## config.mk

```make
export PLATFORM = sky130hd
export DESIGN_NAME = pgt_ctrl
export DESIGN_NICKNAME = d
export VERILOG_FILES = /design/src/rtl/pgt_pkg.sv /design/src/rtl/pgt_regs.sv /design/src/rtl/pgt_delay.sv /design/src/rtl/pgt_seq.sv /design/src/rtl/pgt_ctrl.sv
export SDC_FILE = /design/constraint.sdc
export NUM_CORES = 1
export LEC_CHECK = 0
export BUFFER_PORTS_ARGS = -buffer_cell sky130_fd_sc_hd__buf_4
export CORE_MARGIN = 2
export CORE_UTILIZATION = 60
export DETAILED_ROUTE_END_ITERATION = 10
export PLACE_DENSITY = 0.88
export SLEW_MARGIN = 25
export SYNTH_ARGS = -nofsm -noshare
export SYNTH_HDL_FRONTEND = slang
export SYNTH_SLANG_ARGS = --single-unit
```

## constraint.sdc

```tcl
create_clock -name clk -period 8.1 [get_ports clk]
set_input_delay 0.81 -clock clk [delete_from_list [all_inputs] [get_ports clk]]
set_output_delay 0.81 -clock clk [all_outputs]
set_load 0.01 [all_outputs]
```

## src/rtl/pgt_pkg.sv

```systemverilog
`timescale 1ns/1ps
package pgt_pkg;
    typedef enum logic [2:0] {
        ST_IDLE,
        ST_UP_SW,
        ST_UP_ISO,
        ST_DN_ISO,
        ST_DN_SW,
        ST_FIN
    } seq_state_t;

    localparam int          ADDR_W      = 12;
    localparam int          TF_W        = 7;
    localparam logic [11:0] A_UP_TRIG   = 12'h000;
    localparam logic [11:0] A_DN_TRIG   = 12'h004;
    localparam logic [11:0] A_TIMING    = 12'h008;
    localparam logic [11:0] A_CTRL_BASE = 12'hC00;
    localparam logic [11:0] CTRL_STRIDE = 12'h040;
    localparam logic [13:0] TIMING_RST  = 14'h0081;
endpackage

```

## src/rtl/pgt_regs.sv

```systemverilog
`timescale 1ns/1ps
module pgt_regs
    import pgt_pkg::*;
#(
    parameter int                 NUM_DOM    = 14,
    parameter logic [NUM_DOM-1:0] VALID_MASK = 14'h3FCF
) (
    input  logic               clk,
    input  logic               rst_n,
    input  logic               bus_en,
    input  logic               bus_we,
    input  logic [ADDR_W-1:0]  bus_addr,
    input  logic [31:0]        bus_wdata,
    output logic [31:0]        bus_rdata,
    input  logic [NUM_DOM-1:0] clr_up,
    input  logic [NUM_DOM-1:0] clr_dn,
    output logic [NUM_DOM-1:0] up_q,
    output logic [NUM_DOM-1:0] dn_q,
    output logic [TF_W-1:0]    sw_ticks,
    output logic [TF_W-1:0]    iso_ticks
);
    logic [NUM_DOM-1:0] pdn_en;
    logic [NUM_DOM-1:0] set_up, set_dn;
    logic               wr;

    assign wr = bus_en && bus_we;

    always_comb begin
        set_up = '0;
        set_dn = '0;
        if (wr && bus_addr == A_UP_TRIG)
            set_up = bus_wdata[NUM_DOM-1:0] & VALID_MASK & ~pdn_en & ~up_q;
        if (wr && bus_addr == A_DN_TRIG)
            set_dn = bus_wdata[NUM_DOM-1:0] & VALID_MASK & pdn_en & ~dn_q;
    end

    always_ff @(posedge clk or negedge rst_n) begin
        if (!rst_n) begin
            up_q <= '0;
            dn_q <= '0;
        end else begin
            up_q <= (up_q | set_up) & ~clr_up;
            dn_q <= (dn_q | set_dn) & ~clr_dn;
        end
    end

    always_ff @(posedge clk or negedge rst_n) begin
        if (!rst_n) begin
            sw_ticks  <= TIMING_RST[TF_W-1:0];
            iso_ticks <= TIMING_RST[2*TF_W-1:TF_W];
        end else if (wr && bus_addr == A_TIMING) begin
            sw_ticks  <= bus_wdata[TF_W-1:0];
            iso_ticks <= bus_wdata[2*TF_W-1:TF_W];
        end
    end

    for (genvar gi = 0; gi < NUM_DOM; gi++) begin : g_ctrl
        localparam logic [ADDR_W-1:0] MY_ADDR = A_CTRL_BASE + ADDR_W'(gi) * CTRL_STRIDE;
        always_ff @(posedge clk or negedge rst_n) begin
            if (!rst_n)
                pdn_en[gi] <= 1'b0;
            else if (wr && bus_addr == MY_ADDR)
                pdn_en[gi] <= bus_wdata[0];
        end
    end

    always_comb begin
        bus_rdata = '0;
        if (bus_addr == A_UP_TRIG) bus_rdata[NUM_DOM-1:0] = up_q;
        if (bus_addr == A_DN_TRIG) bus_rdata[NUM_DOM-1:0] = dn_q;
        if (bus_addr == A_TIMING)  bus_rdata[2*TF_W-1:0]  = {iso_ticks, sw_ticks};
        for (int i = 0; i < NUM_DOM; i++)
            if (bus_addr == A_CTRL_BASE + ADDR_W'(i) * CTRL_STRIDE)
                bus_rdata[0] = pdn_en[i];
    end
endmodule

```

## src/rtl/pgt_delay.sv

```systemverilog
`timescale 1ns/1ps
module pgt_delay #(
    parameter int CW = 10
) (
    input  logic          clk,
    input  logic          rst_n,
    input  logic          load,
    input  logic [CW-1:0] load_val,
    output logic          expired
);
    logic [CW-1:0] cnt;

    always_ff @(posedge clk or negedge rst_n) begin
        if (!rst_n)
            cnt <= '0;
        else if (load)
            cnt <= load_val;
        else if (cnt != '0)
            cnt <= cnt - CW'(1);
    end

    assign expired = (cnt == '0);
endmodule

```

## src/rtl/pgt_seq.sv

```systemverilog
`timescale 1ns/1ps
module pgt_seq
    import pgt_pkg::*;
#(
    parameter int NUM_DOM  = 14,
    parameter int TICK_DIV = 4,
    parameter int USB0_BIT = 2,
    parameter int USB1_BIT = 3,
    parameter int CW       = 10
) (
    input  logic               clk,
    input  logic               rst_n,
    input  logic [NUM_DOM-1:0] up_q,
    input  logic [NUM_DOM-1:0] dn_q,
    input  logic [TF_W-1:0]    sw_ticks,
    input  logic [TF_W-1:0]    iso_ticks,
    input  logic [1:0]         phy_hold,
    input  logic               expired,
    output logic               load,
    output logic [CW-1:0]      load_val,
    output logic [NUM_DOM-1:0] clr_up,
    output logic [NUM_DOM-1:0] clr_dn,
    output logic [NUM_DOM-1:0] sw_on,
    output logic [NUM_DOM-1:0] iso
);
    localparam int IDX_W = $clog2(NUM_DOM);

    seq_state_t         state, nxt;
    logic [IDX_W-1:0]   cur, pick;
    logic               dir_up;
    logic [NUM_DOM-1:0] pend;
    logic [CW-1:0]      sw_cyc, iso_cyc;
    logic [TF_W-1:0]    sw_eff, iso_eff;
    logic               hold;

    assign pend    = up_q | dn_q;
    assign sw_eff  = (sw_ticks  == '0) ? TF_W'(1) : sw_ticks;
    assign iso_eff = (iso_ticks == '0) ? TF_W'(1) : iso_ticks;
    assign sw_cyc  = CW'(sw_eff)  * CW'(TICK_DIV) - CW'(1);
    assign iso_cyc = CW'(iso_eff) * CW'(TICK_DIV) - CW'(1);
    assign hold    = dir_up && ((cur == IDX_W'(USB0_BIT) && phy_hold[0]) ||
                                (cur == IDX_W'(USB1_BIT) && phy_hold[1]));

    always_comb begin
        pick = '0;
        for (int i = NUM_DOM - 1; i >= 0; i--)
            if (pend[i]) pick = IDX_W'(i);
    end

    always_comb begin
        nxt      = state;
        load     = 1'b0;
        load_val = sw_cyc;
        clr_up   = '0;
        clr_dn   = '0;
        unique case (state)
            ST_IDLE: if (|pend) begin
                load = 1'b1;
                if (up_q[pick]) begin
                    nxt      = ST_UP_SW;
                    load_val = sw_cyc;
                end else begin
                    nxt      = ST_DN_ISO;
                    load_val = iso_cyc;
                end
            end
            ST_UP_SW: if (expired) begin
                nxt      = ST_UP_ISO;
                load     = 1'b1;
                load_val = iso_cyc;
            end
            ST_UP_ISO: if (expired) nxt = ST_FIN;
            ST_DN_ISO: if (expired) begin
                nxt      = ST_DN_SW;
                load     = 1'b1;
                load_val = sw_cyc;
            end
            ST_DN_SW: if (expired) nxt = ST_FIN;
            ST_FIN: if (!hold) begin
                nxt = ST_IDLE;
                if (dir_up) clr_up[cur] = 1'b1;
                else        clr_dn[cur] = 1'b1;
            end
            default: nxt = ST_IDLE;
        endcase
    end

    always_ff @(posedge clk or negedge rst_n) begin
        if (!rst_n) begin
            state  <= ST_IDLE;
            cur    <= '0;
            dir_up <= 1'b0;
        end else begin
            state <= nxt;
            if (state == ST_IDLE && |pend) begin
                cur    <= pick;
                dir_up <= up_q[pick];
            end
        end
    end

    always_ff @(posedge clk or negedge rst_n) begin
        if (!rst_n) begin
            sw_on <= '0;
            iso   <= '1;
        end else begin
            unique case (state)
                ST_IDLE: if (|pend) begin
                    if (up_q[pick]) sw_on[pick] <= 1'b1;
                    else            iso[pick]   <= 1'b1;
                end
                ST_UP_ISO: if (expired) iso[cur]   <= 1'b0;
                ST_DN_ISO: if (expired) sw_on[cur] <= 1'b0;
                default: ;
            endcase
        end
    end
endmodule

```

## src/rtl/pgt_ctrl.sv

```systemverilog
`timescale 1ns/1ps
module pgt_ctrl
    import pgt_pkg::*;
#(
    parameter int                 NUM_DOM    = 14,
    parameter int                 TICK_DIV   = 4,
    parameter int                 USB0_BIT   = 2,
    parameter int                 USB1_BIT   = 3,
    parameter logic [NUM_DOM-1:0] VALID_MASK = 14'h3FCF
) (
    input  logic               clk,
    input  logic               rst_n,
    input  logic               bus_en,
    input  logic               bus_we,
    input  logic [11:0]        bus_addr,
    input  logic [31:0]        bus_wdata,
    output logic [31:0]        bus_rdata,
    input  logic [1:0]         phy_rst_held,
    output logic [NUM_DOM-1:0] pwr_sw_on,
    output logic [NUM_DOM-1:0] pwr_iso
);
    localparam int CW = TF_W + $clog2(TICK_DIV) + 1;

    logic [NUM_DOM-1:0] up_trig, dn_trig, clr_up, clr_dn;
    logic [TF_W-1:0]    sw_ticks, iso_ticks;
    logic               load, expired;
    logic [CW-1:0]      load_val;

    pgt_regs #(.NUM_DOM(NUM_DOM), .VALID_MASK(VALID_MASK)) u_regs (
        .clk(clk), .rst_n(rst_n), .bus_en(bus_en), .bus_we(bus_we),
        .bus_addr(bus_addr), .bus_wdata(bus_wdata), .bus_rdata(bus_rdata),
        .clr_up(clr_up), .clr_dn(clr_dn), .up_q(up_trig), .dn_q(dn_trig),
        .sw_ticks(sw_ticks), .iso_ticks(iso_ticks)
    );

    pgt_delay #(.CW(CW)) u_delay (
        .clk(clk), .rst_n(rst_n), .load(load), .load_val(load_val),
        .expired(expired)
    );

    pgt_seq #(.NUM_DOM(NUM_DOM), .TICK_DIV(TICK_DIV), .USB0_BIT(USB0_BIT),
              .USB1_BIT(USB1_BIT), .CW(CW)) u_seq (
        .clk(clk), .rst_n(rst_n), .up_q(up_trig), .dn_q(dn_trig),
        .sw_ticks(sw_ticks), .iso_ticks(iso_ticks), .phy_hold(phy_rst_held),
        .expired(expired), .load(load), .load_val(load_val),
        .clr_up(clr_up), .clr_dn(clr_dn), .sw_on(pwr_sw_on), .iso(pwr_iso)
    );
endmodule

```

# Word level (Yosys, flattened, before mapping)

Cells that the tools add are included.

Bits in latches: 0
Flip-flop bits (word level): 102
Bits in read-only memories: 0
Memories kept: 0
Input port bits: 50
Logic and storage cells: 192
Output and inout port bits: 60
Bits in writable memories: 0

Bitwise logic cells: 19
Reduce and logical (&&, ||, !) cells: 40
Div/mod/pow operators: 0
Add/subtract/negate cells: 3
Multiply operators: 0
$lt $le $gt $ge: 4
Shift operators: 0
Multiplexer cells: 71
Eq/ne operators: 31

Operator list:

| cell                                                                    | number |
|---|---|
| 14-bit 2-to-1 mux                                                       | 17 |
| 12-bit equality test (second input constant)                            | 14 |
| 14-bit bitwise AND                                                      | 8 |
| 14-bit inverter                                                         | 6 |
| 14-bit OR                                                               | 5 |
| 4-bit 2-to-1 mux                                                        | 14 |
| 14-bit one-hot mux with 2 select lines                                  | 2 |
| 10-bit 2-to-1 mux                                                       | 5 |
| 1-bit logical AND                                                       | 24 |
| 10-bit one-hot mux with 2 select lines                                  | 1 |
| 9-bit by 1-bit subtractor with 10-bit output (second input constant)    | 2 |
| 1-bit 2-to-1 mux                                                        | 19 |
| 3-bit 2-to-1 mux                                                        | 5 |
| 3-bit one-hot mux with 5 select lines                                   | 1 |
| 7-bit zero test                                                         | 2 |
| 7-bit 2-to-1 mux                                                        | 2 |
| 14-bit OR reduction                                                     | 1 |
| 12-bit by 3-bit equality test with 1-bit output (second input constant) | 1 |
| 12-bit by 4-bit equality test with 1-bit output (second input constant) | 1 |
| 12-bit zero test                                                        | 1 |
| 10-bit zero test                                                        | 1 |
| 4-bit by 5-bit < comparator with 1-bit output (second input constant)   | 2 |
| 2-bit != test (second input constant)                                   | 5 |
| 10-bit nonzero test                                                     | 1 |
| other kinds (17)                                                        | 28 |

# Logic depth before layout (Yosys ltp)

Word-level depth: 23
Mapped depth: 11
Mapped depth without buffers: 10

# Hierarchy

From an unflattened synthesis, not the netlist that was laid out.

Cells, all modules: 713
Area, all modules: 6369.9 µm²

Modules (own cells, without submodules):

| module    | instances | cells each | seq. area each (µm²) | area an instance (µm²) |
|---|---|---|---|---|
| pgt_regs  | 1         | 298        | 1403.8               | 2956.6 |
| pgt_seq   | 1         | 348        | 918.4                | 2819.0 |
| pgt_delay | 1         | 67         | 250.2                | 594.3 |

# Worst setup path after synthesis

OpenSTA, ideal clock, no wires.

Kind: in2out
From: input port bus_addr[9]
To: output port bus_rdata[10]
Stages: 7
Arrival: 2.559 ns
Path slack: 4.731 ns
Required time: 7.290 ns
Path buffers: 1
Cells stage by stage: or4_1 nor3_1 nand2_1 nor3b_1 clkbuf_1 a222oi_1 inv_1

Cells in the longest elaborated chain, start to end: 4
Elaborated cells on any way between the ends: 6
Those cells by class: eq/ne (2); mux (3); reduce/logical (1)

Ends and longest elaborated chain:

| what                | line           | text |
|---|---|---|
| from (decl)         | pgt_ctrl.sv:15 | `input logic [11:0] bus_addr,` |
| 12-bit zero test    | pgt_regs.sv:69 | `if (bus_addr == A_UP_TRIG) bus_rdata[NUM_DOM-1:0] = up_q;` |
| 14-bit 2-to-1 mux   | pgt_regs.sv:69 |  |
| 14-bit 2-to-1 mux   | pgt_regs.sv:70 | `if (bus_addr == A_DN_TRIG) bus_rdata[NUM_DOM-1:0] = dn_q;` |
| 14-bit 2-to-1 mux * | pgt_regs.sv:71 | `if (bus_addr == A_TIMING) bus_rdata[2*TF_W-1:0] = {iso_ticks, sw_ticks};` |
| to (decl)           | pgt_ctrl.sv:17 | `output logic [31:0] bus_rdata,` |

Mark *: on every way between the ends. The rest lies on a longest branch, timed or not.

# Final worst setup path

From: input port bus_addr[1]
To: output port bus_rdata[5]

The elaborated chain is that of the path after synthesis.

==> flow_summary.toml <==
[route]
dr.first_iter.drc_count = 649
vias_per_cell = 6.63
routedWlPerCell_um = 20.2
ant_nets = 0
wl_um = 18200
via_count = 5994
first_pass_iters = 6
drc = 0

[floorplanning]
coreArea_um2 = 9770
die_area_um2 = 10900
io_pins = 110
die_w_um = 104
start_util_pct = 62.0
rows = 36
die_h_um = 104

[setup_path]
crit_slowest_cell = "nor4_1"
cp.required_ns = 7.29
cp-end-kind = "output pin"
critical_path_class = "primary input to output pin"
worstPathArrival_ns = 3.18
cpPeakStageDelay_ns = 0.70
path_max_fanout = 13
crit_path_frequent_cell = "buf_4"
crit_chain = "buf_4 > nor4_1 > nand2_1 > nor2_2 > a222oi_1 > inv_1 > buf_4"
crit_path_start_kind = "primary input"

[clock_network]
postCtsHoldBufs = 0
clk_path_buf_depth = 2
cts_buffers = 9
post_cts_buffers = 0
htree_levels = 3
clk_pin_slew_worst_paths_ns = 0.10
clk_latency_ns = 0.39
cts_tree = "done"
cts_resized = 0
ctsRootBufferMaster = "clkbuf_8"
clock-sinks = 102

[yosys]
ys_seq_area_share_pct = 42.5
avgSynthCellArea_um2 = 8.57
synth_top_cells_by_area = "dfrtp_1 (36%), dfstp_2 (6.9%), nand2_1 (4.7%), a21oi_1 (4.4%), o21ai_0 (4.3%)"
synth_edf_count = 0
async_reset_ff_share_pct = 100
yosysWarnings = 0
yosys.cell_types.count = 68
ys_seq_elements = 102
netlist_instances = 707
synth_top_area_cell = "dfrtp_1"
netlist_top_cells_count = "dfrtp_1 (86), nand2_1 (76), nor2_1 (57), a21oi_1 (53), o21ai_0 (52)"
ys.flop_type = "dfrtp_1"
netlist_area_um2 = 6060
synth_top_area_share_pct = 35.5
synth_most_common_cell = "dfrtp_1"

[timing]
clock.fmax_mhz = 251
min_period_ns = 3.99
rsz0062_at_grt = "no"
holdWs_ns = 0.318
setup_tns_ns = 0
clock_skew_ns = 0.00823
finalHoldViolCount = 0
tightestPinTransition_ns = 0.993
setup_viol = 0
period_share_pct = 49.3
finalMaxSlewViolations = 0
relSlewSlack_pct = 33.6

[final_layout]
regArea_um2 = 2570
diodes = 0
nets = 819
final_core_util_pct = 70.4
fillers = 784
layout-drive-gt1-share_pct = 19.1
syn2layout_area_growth_pct = 13.6
multi_input_area_um2 = 3160

[outcome]
status = "finished, final reports clean"

[grt]
grt_first_pass_wirelength_um = 29200
overflow = 0
grt_max_degree = 78
grt_pass1_vias = 5689
antenna_found_initial = 0
grt_util_all_layers_pct = 33.6

[pwr]
p_leak_nw = 3.10
vdd_ir_drop_max_mv = 0.0932
power.density_nw_per_um2 = 177

[placed_design]
gp_congestion = 0.961
io_buffers = 73
dp_hpwl_um = 13700

[min_path]
hold_class = "primary input to asynchronous set/reset pin"

[flow_run]
maxCapViolations = 0
[cell usage in the layout (no fill, tap or decap), types with 3 or more instances in the layout]
| cell type | n |
|---|---|
| dfrtp_1 | 86 |
| buf_4 | 79 |
| nand2_1 | 76 |
| nor2_1 | 56 |
| a21oi_1 | 53 |
| o21ai_0 | 52 |
| a31oi_1 | 35 |
| inv_1 | 34 |
| nor3_1 | 29 |
| nand3_1 | 27 |
| conb_1 | 18 |
| mux2_2 | 17 |
| dfstp_2 | 16 |
| o31ai_1 | 15 |
| nor4_1 | 13 |
| a222oi_1 | 13 |
| nand2b_1 | 11 |
| clkbuf_8 | 9 |
| nor2b_1 | 8 |
| xnor2_1 | 8 |
| or2_2 | 7 |
| o21ai_1 | 7 |
| o22ai_1 | 6 |
| a21boi_0 | 5 |
| o211ai_1 | 5 |
| mux2i_1 | 5 |
| xor2_1 | 5 |
| a22oi_1 | 4 |
| a211oi_1 | 4 |
| and3_1 | 3 |
| or4_1 | 3 |
| nor3b_1 | 3 |
| nand4_1 | 3 |
| and2_1 | 3 |
| a221oi_1 | 3 |
| a2bb2oi_1 | 3 |
| ha_1 | 3 |
| bufinv_16 | 3 |
[state kept, by name, indices dropped and copies added, names as in the netlist]
name	cells
u_seq.dir_up	1
u_regs.iso_ticks	7
u_delay.cnt	10
u_regs.sw_ticks	7
u_seq.iso	14
u_regs.up_q	14
u_seq.state	3
u_seq.cur	4
u_regs.dn_q	14
u_regs.pdn_en	14
u_seq.sw_on	14
[kinds of logic after synthesis]
family	Yosys count	share of synthesized area, %
flip-flops	102	42.5
multiplexers	22	3.99
adder cells (fa/ha/maj)	3	0.620
buffers and inverters	83	6.57
AND/OR/NAND/NOR	259	20.7
AO/OA/AOI/OAI	224	23.7
XOR/XNOR	13	1.88
other	1	0.0619
[path summary, 6_finish.rpt]
path	startpoint	endpoint	slack (ns)	cells after the start
worst max-delay path	bus_addr[1]	bus_rdata[5]	4.11	7
worst min-delay path	rst_n	u_seq.sw_on[10]$_DFFE_PN0P_	0.32	1
worst max register to register	u_regs.up_q[9]$_DFF_PN0_	u_seq.iso[10]$_DFFE_PN1P_	4.54	8
worst min register to register	u_seq.iso[1]$_DFFE_PN1P_	u_seq.iso[1]$_DFFE_PN1P_	0.49	2
max in group asynchronous	rst_n	u_regs.up_q[4]$_DFF_PN0_	6.78	2
min in group clk	u_seq.iso[1]$_DFFE_PN1P_	u_seq.iso[1]$_DFFE_PN1P_	0.49	2
[layer usage]
metal / track usage (%) / part of all wire, % / routed length (um)
met1: 44.1 / 40 / 7220
met2: 54.9 / 47 / 8650
met3: 6.08 / 9.6 / 1740
met4: 14.3 / 3.4 / 618
met5: 0 / 0 / 0
[power by group]
group,switching [mW],internal (mW),leakage [nW]
combinational,0.135,0.0920,1.70
sequential,0.0545,0.545,1.28
clock,0.184,0.206,0.120
[final cells by class]
type / count / area share, %
inverters: 34 / 1.86
multi-input cells: 539 / 46.0
clock inverters: 7 / 1.75
repair buffers: 80 / 8.79
well taps: 133 / 2.42
clock buffers: 9 / 1.80
flip-flops and latches: 102 / 37.4
[per-stage QoR]
stage | cell area (um2) | power, mW | worst slack (ns) | std cells
after CTS | 6870 | 1.21 | 3.88 | 904
after floorplan | 6120 | 0.761 | 4.73 | 724
final | 6880 | 1.22 | 4.11 | 904
after detailed placement | 6620 | 0.829 | 3.87 | 888
after global routing | 6880 | 1.27 | 4.09 | 904
after global placement | 6620 | 0.820 | 4.02 | 888
[critical path, delay by kind of cell]
| kind | cells | cell delay (ns) |
|---|---|---|
| compound gates | 1 | 0.28 |
| simple gates | 3 | 1.74 |
| buf+inv | 3 | 0.35 |
Note: power is estimated with default switching activity, not from simulation.
